### src/rtl/gx_pkg.sv
package gx_pkg;
  localparam int BYTE_W = 8;
  localparam int ADDR_W = 7;

  typedef logic [BYTE_W-1:0] byte_t;

  typedef enum logic [2:0] {
    LS_IDLE,
    LS_ADDR,
    LS_ACK,
    LS_WR,
    LS_RD,
    LS_RDACK
  } link_st_e;

  localparam byte_t SEL_PINS = 8'h00;
  localparam byte_t SEL_DRV  = 8'h01;
  localparam byte_t SEL_POL  = 8'h02;
  localparam byte_t SEL_DIR  = 8'h03;

  localparam byte_t INIT_DRV = 8'h00;
  localparam byte_t INIT_POL = 8'hF0;
  localparam byte_t INIT_DIR = 8'hFF;
endpackage

### src/rtl/gx_sync.sv
module gx_sync #(
  parameter int W = 1,
  parameter int STAGES = 2,
  parameter logic [W-1:0] RST_VAL = '0
) (
  input  logic         clk,
  input  logic         rst,
  input  logic [W-1:0] d,
  output logic [W-1:0] q
);
  logic [STAGES-1:0][W-1:0] stg;

  always_ff @(posedge clk) begin
    if (rst) begin
      stg <= {STAGES{RST_VAL}};
    end else begin
      stg[0] <= d;
      for (int i = 1; i < STAGES; i++) stg[i] <= stg[i-1];
    end
  end

  assign q = stg[STAGES-1];
endmodule

### src/rtl/gx_bus_sync.sv
module gx_bus_sync #(
  parameter int SYNC_STAGES = 2
) (
  input  logic clk,
  input  logic rst,
  input  logic scl_i,
  input  logic sda_i,
  output logic sda_s,
  output logic scl_rise,
  output logic scl_fall,
  output logic start_e,
  output logic stop_e
);
  logic [1:0] line_s;
  logic       scl_s;
  logic       scl_q;
  logic       sda_q;

  gx_sync #(.W(2), .STAGES(SYNC_STAGES), .RST_VAL(2'b11)) u_sync (
    .clk (clk),
    .rst (rst),
    .d   ({scl_i, sda_i}),
    .q   (line_s)
  );

  assign scl_s = line_s[1];
  assign sda_s = line_s[0];

  always_ff @(posedge clk) begin
    if (rst) begin
      scl_q <= 1'b1;
      sda_q <= 1'b1;
    end else begin
      scl_q <= scl_s;
      sda_q <= sda_s;
    end
  end

  assign scl_rise = scl_s & ~scl_q;
  assign scl_fall = ~scl_s & scl_q;
  assign start_e  = scl_s & scl_q & sda_q & ~sda_s;
  assign stop_e   = scl_s & scl_q & ~sda_q & sda_s;
endmodule

### src/rtl/gx_regs.sv
module gx_regs
  import gx_pkg::*;
#(
  parameter int SYNC_STAGES = 2
) (
  input  logic  clk,
  input  logic  rst,
  input  byte_t pin_i,
  input  logic  wr_en,
  input  byte_t wr_sel,
  input  byte_t wr_data,
  input  byte_t rd_sel,
  output byte_t rd_data,
  output byte_t pin_o,
  output byte_t pin_oe
);
  byte_t pins_s;
  byte_t drv_q;
  byte_t pol_q;
  byte_t dir_q;

  gx_sync #(.W(BYTE_W), .STAGES(SYNC_STAGES), .RST_VAL('0)) u_pin_sync (
    .clk (clk),
    .rst (rst),
    .d   (pin_i),
    .q   (pins_s)
  );

  always_ff @(posedge clk) begin
    if (rst) begin
      drv_q <= INIT_DRV;
      pol_q <= INIT_POL;
      dir_q <= INIT_DIR;
    end else if (wr_en) begin
      case (wr_sel)
        SEL_DRV: drv_q <= wr_data;
        SEL_POL: pol_q <= wr_data;
        SEL_DIR: dir_q <= wr_data;
        default: ;
      endcase
    end
  end

  always_comb begin
    case (rd_sel)
      SEL_PINS: rd_data = pins_s ^ pol_q;
      SEL_DRV:  rd_data = drv_q;
      SEL_POL:  rd_data = pol_q;
      SEL_DIR:  rd_data = dir_q;
      default:  rd_data = '0;
    endcase
  end

  for (genvar b = 0; b < BYTE_W; b++) begin : g_pin
    assign pin_o[b]  = drv_q[b];
    assign pin_oe[b] = ~dir_q[b];
  end
endmodule

### src/rtl/gx_link.sv
module gx_link
  import gx_pkg::*;
#(
  parameter logic [ADDR_W-1:0] TARGET_ADDR = 7'h20
) (
  input  logic  clk,
  input  logic  rst,
  input  logic  sda_s,
  input  logic  scl_rise,
  input  logic  scl_fall,
  input  logic  start_e,
  input  logic  stop_e,
  input  byte_t rd_data,
  output logic  sda_drv,
  output byte_t sel,
  output logic  wr_en,
  output byte_t wr_data
);
  localparam int CNT_W = $clog2(BYTE_W + 1);
  localparam logic [CNT_W-1:0] LAST_BIT = CNT_W'(BYTE_W - 1);
  localparam logic [CNT_W-1:0] FULL     = CNT_W'(BYTE_W);

  link_st_e         st;
  logic [CNT_W-1:0] cnt;
  byte_t            sh;
  byte_t            tx;
  logic             rd_mode;
  logic             first;
  logic             ctl_ack;

  assign wr_data = sh;

  always_ff @(posedge clk) begin
    if (rst) begin
      st      <= LS_IDLE;
      cnt     <= '0;
      sh      <= '0;
      tx      <= '0;
      rd_mode <= 1'b0;
      first   <= 1'b0;
      ctl_ack <= 1'b0;
      sda_drv <= 1'b0;
      sel     <= SEL_PINS;
      wr_en   <= 1'b0;
    end else begin
      wr_en <= 1'b0;
      if (start_e) begin
        st      <= LS_ADDR;
        cnt     <= '0;
        sda_drv <= 1'b0;
      end else if (stop_e) begin
        st      <= LS_IDLE;
        sda_drv <= 1'b0;
      end else begin
        case (st)
          LS_ADDR, LS_WR: begin
            if (scl_rise && cnt != FULL) begin
              sh  <= {sh[BYTE_W-2:0], sda_s};
              cnt <= cnt + 1'b1;
            end else if (scl_fall && cnt == FULL) begin
              if (st == LS_ADDR) begin
                if (sh[BYTE_W-1:1] == TARGET_ADDR) begin
                  sda_drv <= 1'b1;
                  rd_mode <= sh[0];
                  first   <= 1'b1;
                  st      <= LS_ACK;
                end else begin
                  st <= LS_IDLE;
                end
              end else begin
                sda_drv <= 1'b1;
                st      <= LS_ACK;
                if (first) begin
                  sel   <= sh;
                  first <= 1'b0;
                end else begin
                  wr_en <= 1'b1;
                end
              end
            end
          end
          LS_ACK: begin
            if (scl_fall) begin
              cnt <= '0;
              if (rd_mode) begin
                st      <= LS_RD;
                tx      <= rd_data;
                sda_drv <= ~rd_data[BYTE_W-1];
              end else begin
                st      <= LS_WR;
                sda_drv <= 1'b0;
              end
            end
          end
          LS_RD: begin
            if (scl_fall) begin
              if (cnt == LAST_BIT) begin
                st      <= LS_RDACK;
                sda_drv <= 1'b0;
              end else begin
                tx      <= {tx[BYTE_W-2:0], 1'b0};
                sda_drv <= ~tx[BYTE_W-2];
                cnt     <= cnt + 1'b1;
              end
            end
          end
          LS_RDACK: begin
            if (scl_rise) begin
              ctl_ack <= ~sda_s;
            end else if (scl_fall) begin
              if (ctl_ack) begin
                st      <= LS_RD;
                cnt     <= '0;
                tx      <= rd_data;
                sda_drv <= ~rd_data[BYTE_W-1];
              end else begin
                st <= LS_IDLE;
              end
            end
          end
          default: ;
        endcase
      end
    end
  end
endmodule

### src/rtl/gpio_expander_i2c.sv
module gpio_expander_i2c
  import gx_pkg::*;
#(
  parameter logic [ADDR_W-1:0] TARGET_ADDR = 7'h20,
  parameter int SYNC_STAGES = 2
) (
  input  logic              clk,
  input  logic              rst,
  input  logic              scl_i,
  input  logic              sda_i,
  output logic              sda_oe,
  input  logic [BYTE_W-1:0] pin_i,
  output logic [BYTE_W-1:0] pin_o,
  output logic [BYTE_W-1:0] pin_oe
);
  logic  sda_s;
  logic  scl_rise;
  logic  scl_fall;
  logic  start_e;
  logic  stop_e;
  byte_t rd_data;
  byte_t sel;
  logic  wr_en;
  byte_t wr_data;

  gx_bus_sync #(.SYNC_STAGES(SYNC_STAGES)) u_bus (
    .clk      (clk),
    .rst      (rst),
    .scl_i    (scl_i),
    .sda_i    (sda_i),
    .sda_s    (sda_s),
    .scl_rise (scl_rise),
    .scl_fall (scl_fall),
    .start_e  (start_e),
    .stop_e   (stop_e)
  );

  gx_link #(.TARGET_ADDR(TARGET_ADDR)) u_link (
    .clk      (clk),
    .rst      (rst),
    .sda_s    (sda_s),
    .scl_rise (scl_rise),
    .scl_fall (scl_fall),
    .start_e  (start_e),
    .stop_e   (stop_e),
    .rd_data  (rd_data),
    .sda_drv  (sda_oe),
    .sel      (sel),
    .wr_en    (wr_en),
    .wr_data  (wr_data)
  );

  gx_regs #(.SYNC_STAGES(SYNC_STAGES)) u_regs (
    .clk     (clk),
    .rst     (rst),
    .pin_i   (pin_i),
    .wr_en   (wr_en),
    .wr_sel  (sel),
    .wr_data (wr_data),
    .rd_sel  (sel),
    .rd_data (rd_data),
    .pin_o   (pin_o),
    .pin_oe  (pin_oe)
  );
endmodule

### config.mk
export PLATFORM = sky130hd
export DESIGN_NAME = gpio_expander_i2c
export DESIGN_NICKNAME = d
export VERILOG_FILES = /design/src/rtl/gx_pkg.sv /design/src/rtl/gx_sync.sv /design/src/rtl/gx_bus_sync.sv /design/src/rtl/gx_regs.sv /design/src/rtl/gx_link.sv /design/src/rtl/gpio_expander_i2c.sv
export SDC_FILE = /design/constraint.sdc
export NUM_CORES = 1
export LEC_CHECK = 0
export ABC_CLOCK_PERIOD_IN_PS = 3750
export CORE_MARGIN = 2
export CORE_UTILIZATION = 40
export CTS_CLUSTER_DIAMETER = 50
export DETAILED_ROUTE_END_ITERATION = 8
export DONT_BUFFER_PORTS = 1
export SYNTH_ARGS = -nofsm -noshare
export SYNTH_HDL_FRONTEND = slang
export SYNTH_HIERARCHICAL = 1
export SYNTH_SLANG_ARGS = --single-unit
### constraint.sdc
create_clock -name clk -period 3.75 [get_ports clk]
set_input_delay 0.375 -clock clk [delete_from_list [all_inputs] [get_ports clk]]
set_output_delay 0.375 -clock clk [all_outputs]
set_load 0.05 [all_outputs]
==> metrics.txt, run 1 <==
post-route ant nets=0; row count=36; first-pass GRT wire length=13830 um; clock skew=19.11 ps; Post-CTS Setup Bufs=0; Final WS setup=1353 ps; Synth async-reset ratio=0%; DRT iter0 DRCs=114; normalized max-slew margin=32.79%; Hold Path Class=input port to flip-flop; synthesis-to-layout area growth=5.708%; syn nets=430; ANT cells=0; post-synthesis instance total=416; chip width=103.0 um; Seq pwr share=51.9%; post-CTS sizing=0; Initial Utilization=40.71%; Simple-Gate Fraction of Synth Area=26.82%; P_int=1.338 mW; outcome=complete, no violations; Clk pin slew, worst setup/hold paths=80 ps; Sink Count=81; # fillers=988; crit-path max cell delay=800 ps; XOR/XNOR Fraction of Synth Area=1.786%; Crit path max-delay family=compound AO/OA/AOI/OAI gates; Core ar.=9639 um^2; All-Layer GR Usage=16.92%; number of I/O port buffers=0; Required @ worst endpoint=4020 ps; Die Area=10620 um^2; Yosys cell types=64; DP Worst Slack=1377 ps; synthesized area per cell=9.432 um^2; H-tree Lvls=3; DP HPWL=5716 um; initial antenna violation count=0; Nets=412; Power Dens Cells=407.1 nW/um^2; Final min period=2397 ps; Psw=0.3508 mW; Synth Area in Compound Gates=12.50%; wire per inst=15.33 um; VDD IR max=0.0002378 V; critical path peak fanout=14; drt drc=0; largest net degree at the start of global routing=93; total I/O pin count=29; Synth Cell Area=3924 um^2; maximum clock insertion buffer count=2; P_leak=1.595 nW; GP Congestion=0.8430; Bufs and invs on worst path=0; sequential fraction of the synthesis area=41.33%; CTS Buf Count=9; Cell Chain, Critical Path=nor2b_1, o21ai_0, a221oi_2, nor2_1, a211oi_1; synth warn=6; post-synthesis mux area share=10.46%; CP arrival=2670 ps; largest family of logic cells by synthesized area=simple AND/OR/NAND/NOR gates; Crit Path Class=flip-flop to flip-flop; Most used DFF post-synth=dfxtp_1; TritonRoute pass-1 iters=4; die height=103.0 um; adder-cell share of the synthesized area=0.6378%; total wire length=8219 um; CP endpoint kind=flip-flop; combinational power share=2.4%; Final Cycle Share=63.91%; vias per cell=5.269; switching part of the total=20.78%; Fin Setup TNS=0 ps; Post-synth EDFFs=0; clock share of power=45.6%; Worst path slowest cell=a221oi_2; #FFs+latches synth=81; clock tree from TritonCTS=done; Slew Viols, Final=0; Hold Buf Count CTS=0; number of max-cap violations=0; clock root buffer=clkbuf_8; share of cells above drive strength 1=13.90%; Final Setup Violations=0; actual slew at the worst max-slew pin=1007 ps; startpoint class of the critical path=flip-flop; RSZ-0062 raised after global routing=false; worst skew pair latency=360 ps; grt ovf=0; maximum clock rate=0.4173 GHz; routed via count=2824; number of global-route vias before repair=2769; Hold Fails Final Rpt=0
## through the flow
step           area (um^2)  hold WS (ps)  util (%)  total power, mW  cells
4_1_cts               4148         67.79     43.03            1.704    536
6_report              4148         89.16     43.03            1.688    536
3_5_place_dp          3904         392.5     40.50           0.9383    520
3_3_place_gp          3904         393.0     40.50           0.9380    520
5_1_grt               4148         62.09     43.03            1.738    536
2_1_floorplan         3924         383.2         -           0.9456    416
## area by class of cell
cell class / instances / area [um^2] / area share, %
clock buffers: 10 / 127.6 / 3.077
repair buffers: 1 / 7.507 / 0.1810
flip-flops and latches: 81 / 1622 / 39.10
well taps: 133 / 166.4 / 4.012
multi-input cells: 289 / 2048 / 49.38
clock inverters: 6 / 116.4 / 2.805
inverters: 16 / 60.06 / 1.448
## synth_stat cells (all sizes together), types with 2 or more instances
master | number | area share [%]
dfxtp | 81 | 41
nor2 | 47 | 4.6
mux2i | 41 | 10
nor2b | 32 | 5.7
a211oi | 23 | 4.4
buf | 18 | 3.7
inv | 16 | 1.5
or2b | 16 | 3.4
a21oi | 15 | 1.9
nand2 | 15 | 1.4
clkbuf | 12 | 1.2
o21ai | 12 | 1.5
xnor2 | 8 | 1.8
and2b | 7 | 1.6
nand2b | 7 | 1.1
nor3 | 7 | 0.89
or2 | 7 | 1.1
nor4 | 5 | 1.2
nor4b | 4 | 1.1
and2 | 3 | 0.51
nand3b | 3 | 0.89
nand4 | 3 | 0.48
a211o | 2 | 0.67
a22o | 2 | 0.48
and4b | 2 | 0.51
ha | 2 | 0.64
nand3 | 2 | 0.26
nand4b | 2 | 0.45
o211a | 2 | 0.51
## registers in the layout, summed over array words and instances (netlist names), 2 cells and up
signal	cells
u_link/wr_data	8
u_link/sel	8
u_bus/u_sync/q	2
u_regs/u_pin_sync/stg	8
u_regs/pin_o	8
u_regs/u_pin_sync/q	8
u_regs/dir_q	8
u_link/tx	7
u_link/cnt	4
u_bus/u_sync/stg	2
u_regs/pol_q	8
u_link/st	3
## placed cells by master (no fill, tap or decap), types with 2 or more instances in the layout
cell / Yosys / layout
nor4_1: 4 / 4
bufinv_16: 0 / 3
nor2b_2: 7 / 7
nand4b_1: 2 / 2
nand3b_1: 2 / 2
nand3_1: 2 / 2
ha_1: 2 / 2
o21ai_0: 12 / 12
or2_1: 6 / 6
or2b_1: 6 / 6
o211a_1: 2 / 2
dfxtp_1: 81 / 81
nand2b_1: 7 / 7
nor2_1: 46 / 46
nand4_1: 3 / 3
mux2i_1: 41 / 41
clkinv_4: 0 / 3
inv_1: 16 / 16
nor2b_1: 24 / 24
or2b_2: 10 / 10
nand2_1: 15 / 15
a211oi_1: 23 / 23
and4b_1: 2 / 2
clkbuf_8: 0 / 9
nor4b_1: 3 / 3
nor3_1: 7 / 7
a21oi_1: 15 / 15
and2_1: 2 / 2
xnor2_1: 8 / 8
and2b_2: 7 / 7
## path summary, 6_finish.rpt
| path | to | start | slack (ps) | depth (start not counted) |
|---|---|---|---|---|
| worst max register to register | u_link/tx[3]$_SDFFE_PP0P_ | u_link/st[2]$_SDFFE_PP0P_ | 1350 | 5 |
| worst min-delay path | u_regs/u_pin_sync/stg[0]$_SDFF_PP0_ | rst | 90 | 1 |
| worst min register to register | u_bus/u_sync/q[1]$_SDFF_PP1_ | u_bus/u_sync/stg[1]$_SDFF_PP1_ | 410 | 1 |
| worst max-delay path | u_link/tx[3]$_SDFFE_PP0P_ | u_link/st[2]$_SDFFE_PP0P_ | 1350 | 5 |
## layer usage
| metal | part of all wire, % | track usage (%) |
|---|---|---|
| met4 | 1.8 | 7.591 |
| met1 | 46 | 22.54 |
| met3 | 4.0 | 2.983 |
| met5 | 0 | 0 |
| met2 | 48 | 26.82 |
## power by group through the flow
stage | clock [mW] | sequential, mW | combinational, mW
floorplan | 0 | 0.893 | 0.0523
global placement | 0 | 0.897 | 0.0410
detailed placement | 0 | 0.897 | 0.0412
CTS | 0.786 | 0.877 | 0.0414
global route | 0.815 | 0.878 | 0.0454
finish | 0.771 | 0.877 | 0.0412
## logic make-up (layout without fill, tap and decap cells)
logic type,count (synthesis),after routing
buffers and inverters,46,33
adders and majority gates,2,2
DFF,81,81
AOI/OAI and AO/OA,69,69
and+or+nand+nor,169,169
xor gates and xnor gates,8,8
muxes,41,41
## worst register-to-register path, cell delays in order (launching register included)
cell,delay (ps)
dfxtp_1,490
nor2b_1,460
o21ai_0,240
a221oi_2,800
nor2_1,110
a211oi_1,220
No activity file was read; power rests on OpenSTA's default activity.
==> run 2: changes to the inputs <==
--- a/config.mk
+++ b/config.mk
@@ -5,7 +5,8 @@
 export SDC_FILE = /design/constraint.sdc
 export NUM_CORES = 1
 export LEC_CHECK = 0
-export ABC_CLOCK_PERIOD_IN_PS = 3750
+export ABC_AREA = 1
+export ABC_CLOCK_PERIOD_IN_PS = 1900
 export CORE_MARGIN = 2
 export CORE_UTILIZATION = 40
 export CTS_CLUSTER_DIAMETER = 50
==> constraint.sdc (replaced) <==
create_clock -name clk -period 1.9 [get_ports clk]
set_input_delay 0.19 -clock clk [delete_from_list [all_inputs] [get_ports clk]]
set_output_delay 0.19 -clock clk [all_outputs]
set_load 0.05 [all_outputs]
==> run 2 against run 1 <==
  * Sequential power increased by 130%
  * Synthesized cell count grew 59%
  * Die area is 15% higher
  * Sequential cell count unchanged
  * Critical path type unchanged
  * Critical endpoint is now u_link/sel[1]$_SDFFE_PP0P_
  * Largest power group unchanged
  * Register-to-register slack lost 1100 ps
==> metrics.txt, run 2 <==
drt drc=0 (unchanged); area fraction of the dominant cell type after synthesis=35.63% (-5.7 points); Hold EP=u_link/sda_drv$_SDFFE_PP0P_; normalized max-slew margin=50.90% (+18 points); P_int=3.233 mW (+140%); #FFs+latches synth=81 (unchanged); largest net degree at the start of global routing=25 (-73%); Final Setup Violations=0 (unchanged); startpoint class of the critical path=flip-flop; Final Instance Area=5031 um^2 (+21%); row count=38 (+5.6%); R2R Setup Slk=240 ps (-1110 ps); Hold Fails Final Rpt=0 (unchanged); Area after DPL=4594 um^2 (+18%); cell depth of the worst hold path=3 (+2); All-Layer GR Usage=17.44% (+0.52 points); Psw=1.569 mW (+350%); Nets=686 (+67%); Most used DFF post-synth=dfxtp_1; maximum clock rate=0.6040 GHz (+45%); synthesized area per cell=6.884 um^2 (-27%); Synth Cell Area=4551 um^2 (+16%); total I/O pin count=29 (unchanged); maximum clock insertion buffer count=2 (unchanged); Final WS setup=244.3 ps (-1109 ps); synthesis-to-layout area growth=10.56%; Multi-input gate area=2283 um^2 (+11%); Hold Path Origin=rst; Register Area=1622 um^2 (unchanged); reg2reg path depth=9 (+4); worst reg2reg path startpoint=u_link/cnt[0]$_SDFFE_PP0P_; Core ar.=10980 um^2 (+14%); CP endpoint kind=flip-flop; share of cells above drive strength 1=17.28% (+3.4 points); Slew Viols, Final=0 (unchanged); Post-CTS Setup Bufs=0 (unchanged); top cell type by total area after synthesis=dfxtp_1; H-tree Lvls=3 (unchanged); sequential fraction of the synthesis area=35.63% (-5.7 points); Sink Count=81 (unchanged); synth warn=6 (unchanged); total power=4.802 mW (+180%); Required @ worst endpoint=2180 ps (-1840 ps); ANT cells=0 (unchanged); # fillers=1112 (+13%); clock share of power=36.2% (-9.4 points); CP arrival=1940 ps (-730 ps); GP Congestion=0.9158 (+8.6%); RSZ-0062 raised after global routing=false; first-pass GRT wire length=17190 um (+24%); most common cell after layout, fill and taps aside=nand2_1; clock tree from TritonCTS=done; total wire length=10040 um (+22%); worst hold slack=32.55 ps (-56.61 ps); Hold Path Class=input port to flip-flop; Initial Utilization=41.43% (+0.73 points); synth top area cells=dfxtp_1 (36%), nand2_1 (14%), nand3_1 (8.7%); TritonRoute pass-1 iters=4 (unchanged); VDD IR max=0.0005120 V (+120%); Final Cycle Share=87.14% (+23 points); Final min period=1656 ps (-740.8 ps); Fin Setup TNS=0 ps (unchanged); routed via count=3869 (+37%); Synth async-reset ratio=0% (unchanged); DP Worst Slack=149.3 ps (-1228 ps); number of max-cap violations=0 (unchanged); initial antenna violation count=0 (unchanged); DRT iter0 DRCs=265 (+130%); post-route ant nets=0 (unchanged); Clk pin slew, worst setup/hold paths=60 ps (-20 ps); syn nets=675 (+57%); most frequent cell after synthesis=nand2_1; clock skew=4.970 ps (-14.14 ps); DP HPWL=7647 um (+34%); P_leak=2.399 nW (+50%); die height=110.7 um (+7.4%); CTS Buf Count=9 (unchanged); grt ovf=0 (unchanged); vias per cell=4.736 (-10%); post-synthesis instance total=661 (+59%); switching part of the total=32.67% (+12 points); fin cells=817 (+52%); number of global-route vias before repair=3699 (+34%); Seq pwr share=41.2% (-11 points); actual slew at the worst max-slew pin=734.1 ps (-272.7 ps); worst r2r dst=u_link/sel[1]$_SDFFE_PP0P_; Die Area=12250 um^2 (+15%); outcome=complete, no violations; cell total after placement=790 (+52%); clock root buffer=clkbuf_16; Post-synth EDFFs=0 (unchanged); commonest non-fill, non-tap cells in the layout=nand2_1 (164), inv_1 (98), dfxtp_1 (81), nand3_1 (79), nor2_1 (75); Final Core Density=45.81% (+2.8 points); Crit Path Class=flip-flop to flip-flop; number of I/O port buffers=0 (unchanged); Power Dens Cells=954.4 nW/um^2 (+130%); wire per inst=12.29 um (-20%); combinational power share=22.5% (+20 points); Yosys cell types=37 (-42%); synth cell count leaders=nand2_1 (164), inv_1 (98), dfxtp_1 (81), nand3_1 (79), nor2_1 (75); chip width=110.7 um (+7.4%); critical path peak fanout=9 (-5); worst skew pair latency=340 ps (-20 ps)
## run 2: power by group through the flow
stage	registers, mW	clock network (mW)	logic [mW]
3_5_place_dp	2.02	0	1.06
5_1_grt	2.00	1.87	1.23
3_3_place_gp	2.01	0	1.04
2_1_floorplan	1.98	0	1.00
4_1_cts	1.98	1.80	1.08
6_report	1.98	1.74	1.08
## run 2: final cells by class
| type | count | area share, % |
|---|---|---|
| inverter | 115 | 8.729 |
| timing repair buffer | 24 | 4.128 |
| sequential | 81 | 32.23 |
| clock inverter | 7 | 1.567 |
| clock buffer | 9 | 4.476 |
| tap | 140 | 3.482 |
| multi-input combinational | 441 | 45.39 |
## run 2: worst max path at each step
stage | start | endpoint | slack (ps) | cells after the start
CTS | u_link/sel[0]$_SDFFE_PP0P_ | u_link/tx[4]$_SDFFE_PP0P_ | 130 | 12
global route | u_link/sel[1]$_SDFFE_PP0P_ | u_link/tx[4]$_SDFFE_PP0P_ | 40 | 12
detailed placement | u_link/sel[0]$_SDFFE_PP0P_ | u_link/tx[4]$_SDFFE_PP0P_ | 150 | 12
global placement | u_link/sel[0]$_SDFFE_PP0P_ | u_link/tx[6]$_SDFFE_PP0P_ | 130 | 12
finish | u_link/cnt[0]$_SDFFE_PP0P_ | u_link/sel[1]$_SDFFE_PP0P_ | 240 | 9
floorplan | u_bus/u_sync/q[0]$_SDFF_PP1_ | u_link/wr_data[6]$_SDFFE_PP0P_ | 60 | 9
## run 2: cells by family after synthesis
family	count (synthesis)	synth area share, %
simple gates	396	43.03
fa+ha+maj	2	0.5498
flops	81	35.63
xor+xnor	9	1.732
compound gates	34	4.427
buf+inv	139	14.63
## run 2: timing repair
item	CTS	global route
hold buffers	11	0
resized for setup	0	6
setup endpoints to repair	0	6
endpoints found under the hold margin	23	0
## run 2: worst max-delay path, cell delays in order (launching register included)
cell and delay (ps):
dfxtp_1 340, inv_1 80, ha_1 190, nand3_2 110, nand2_1 120, inv_2 70, nor3_4 270, and2_4 290
nor2_2 50, nor2_2 80
## run 2: routing by layer
layer	wire length, um	vias up	GRT usage, %
li1	-	2039	-
met1	4715	1732	23.25
met2	4473	78	26.71
met3	583	20	3.335
met4	271	0	9.250
met5	0	-	0
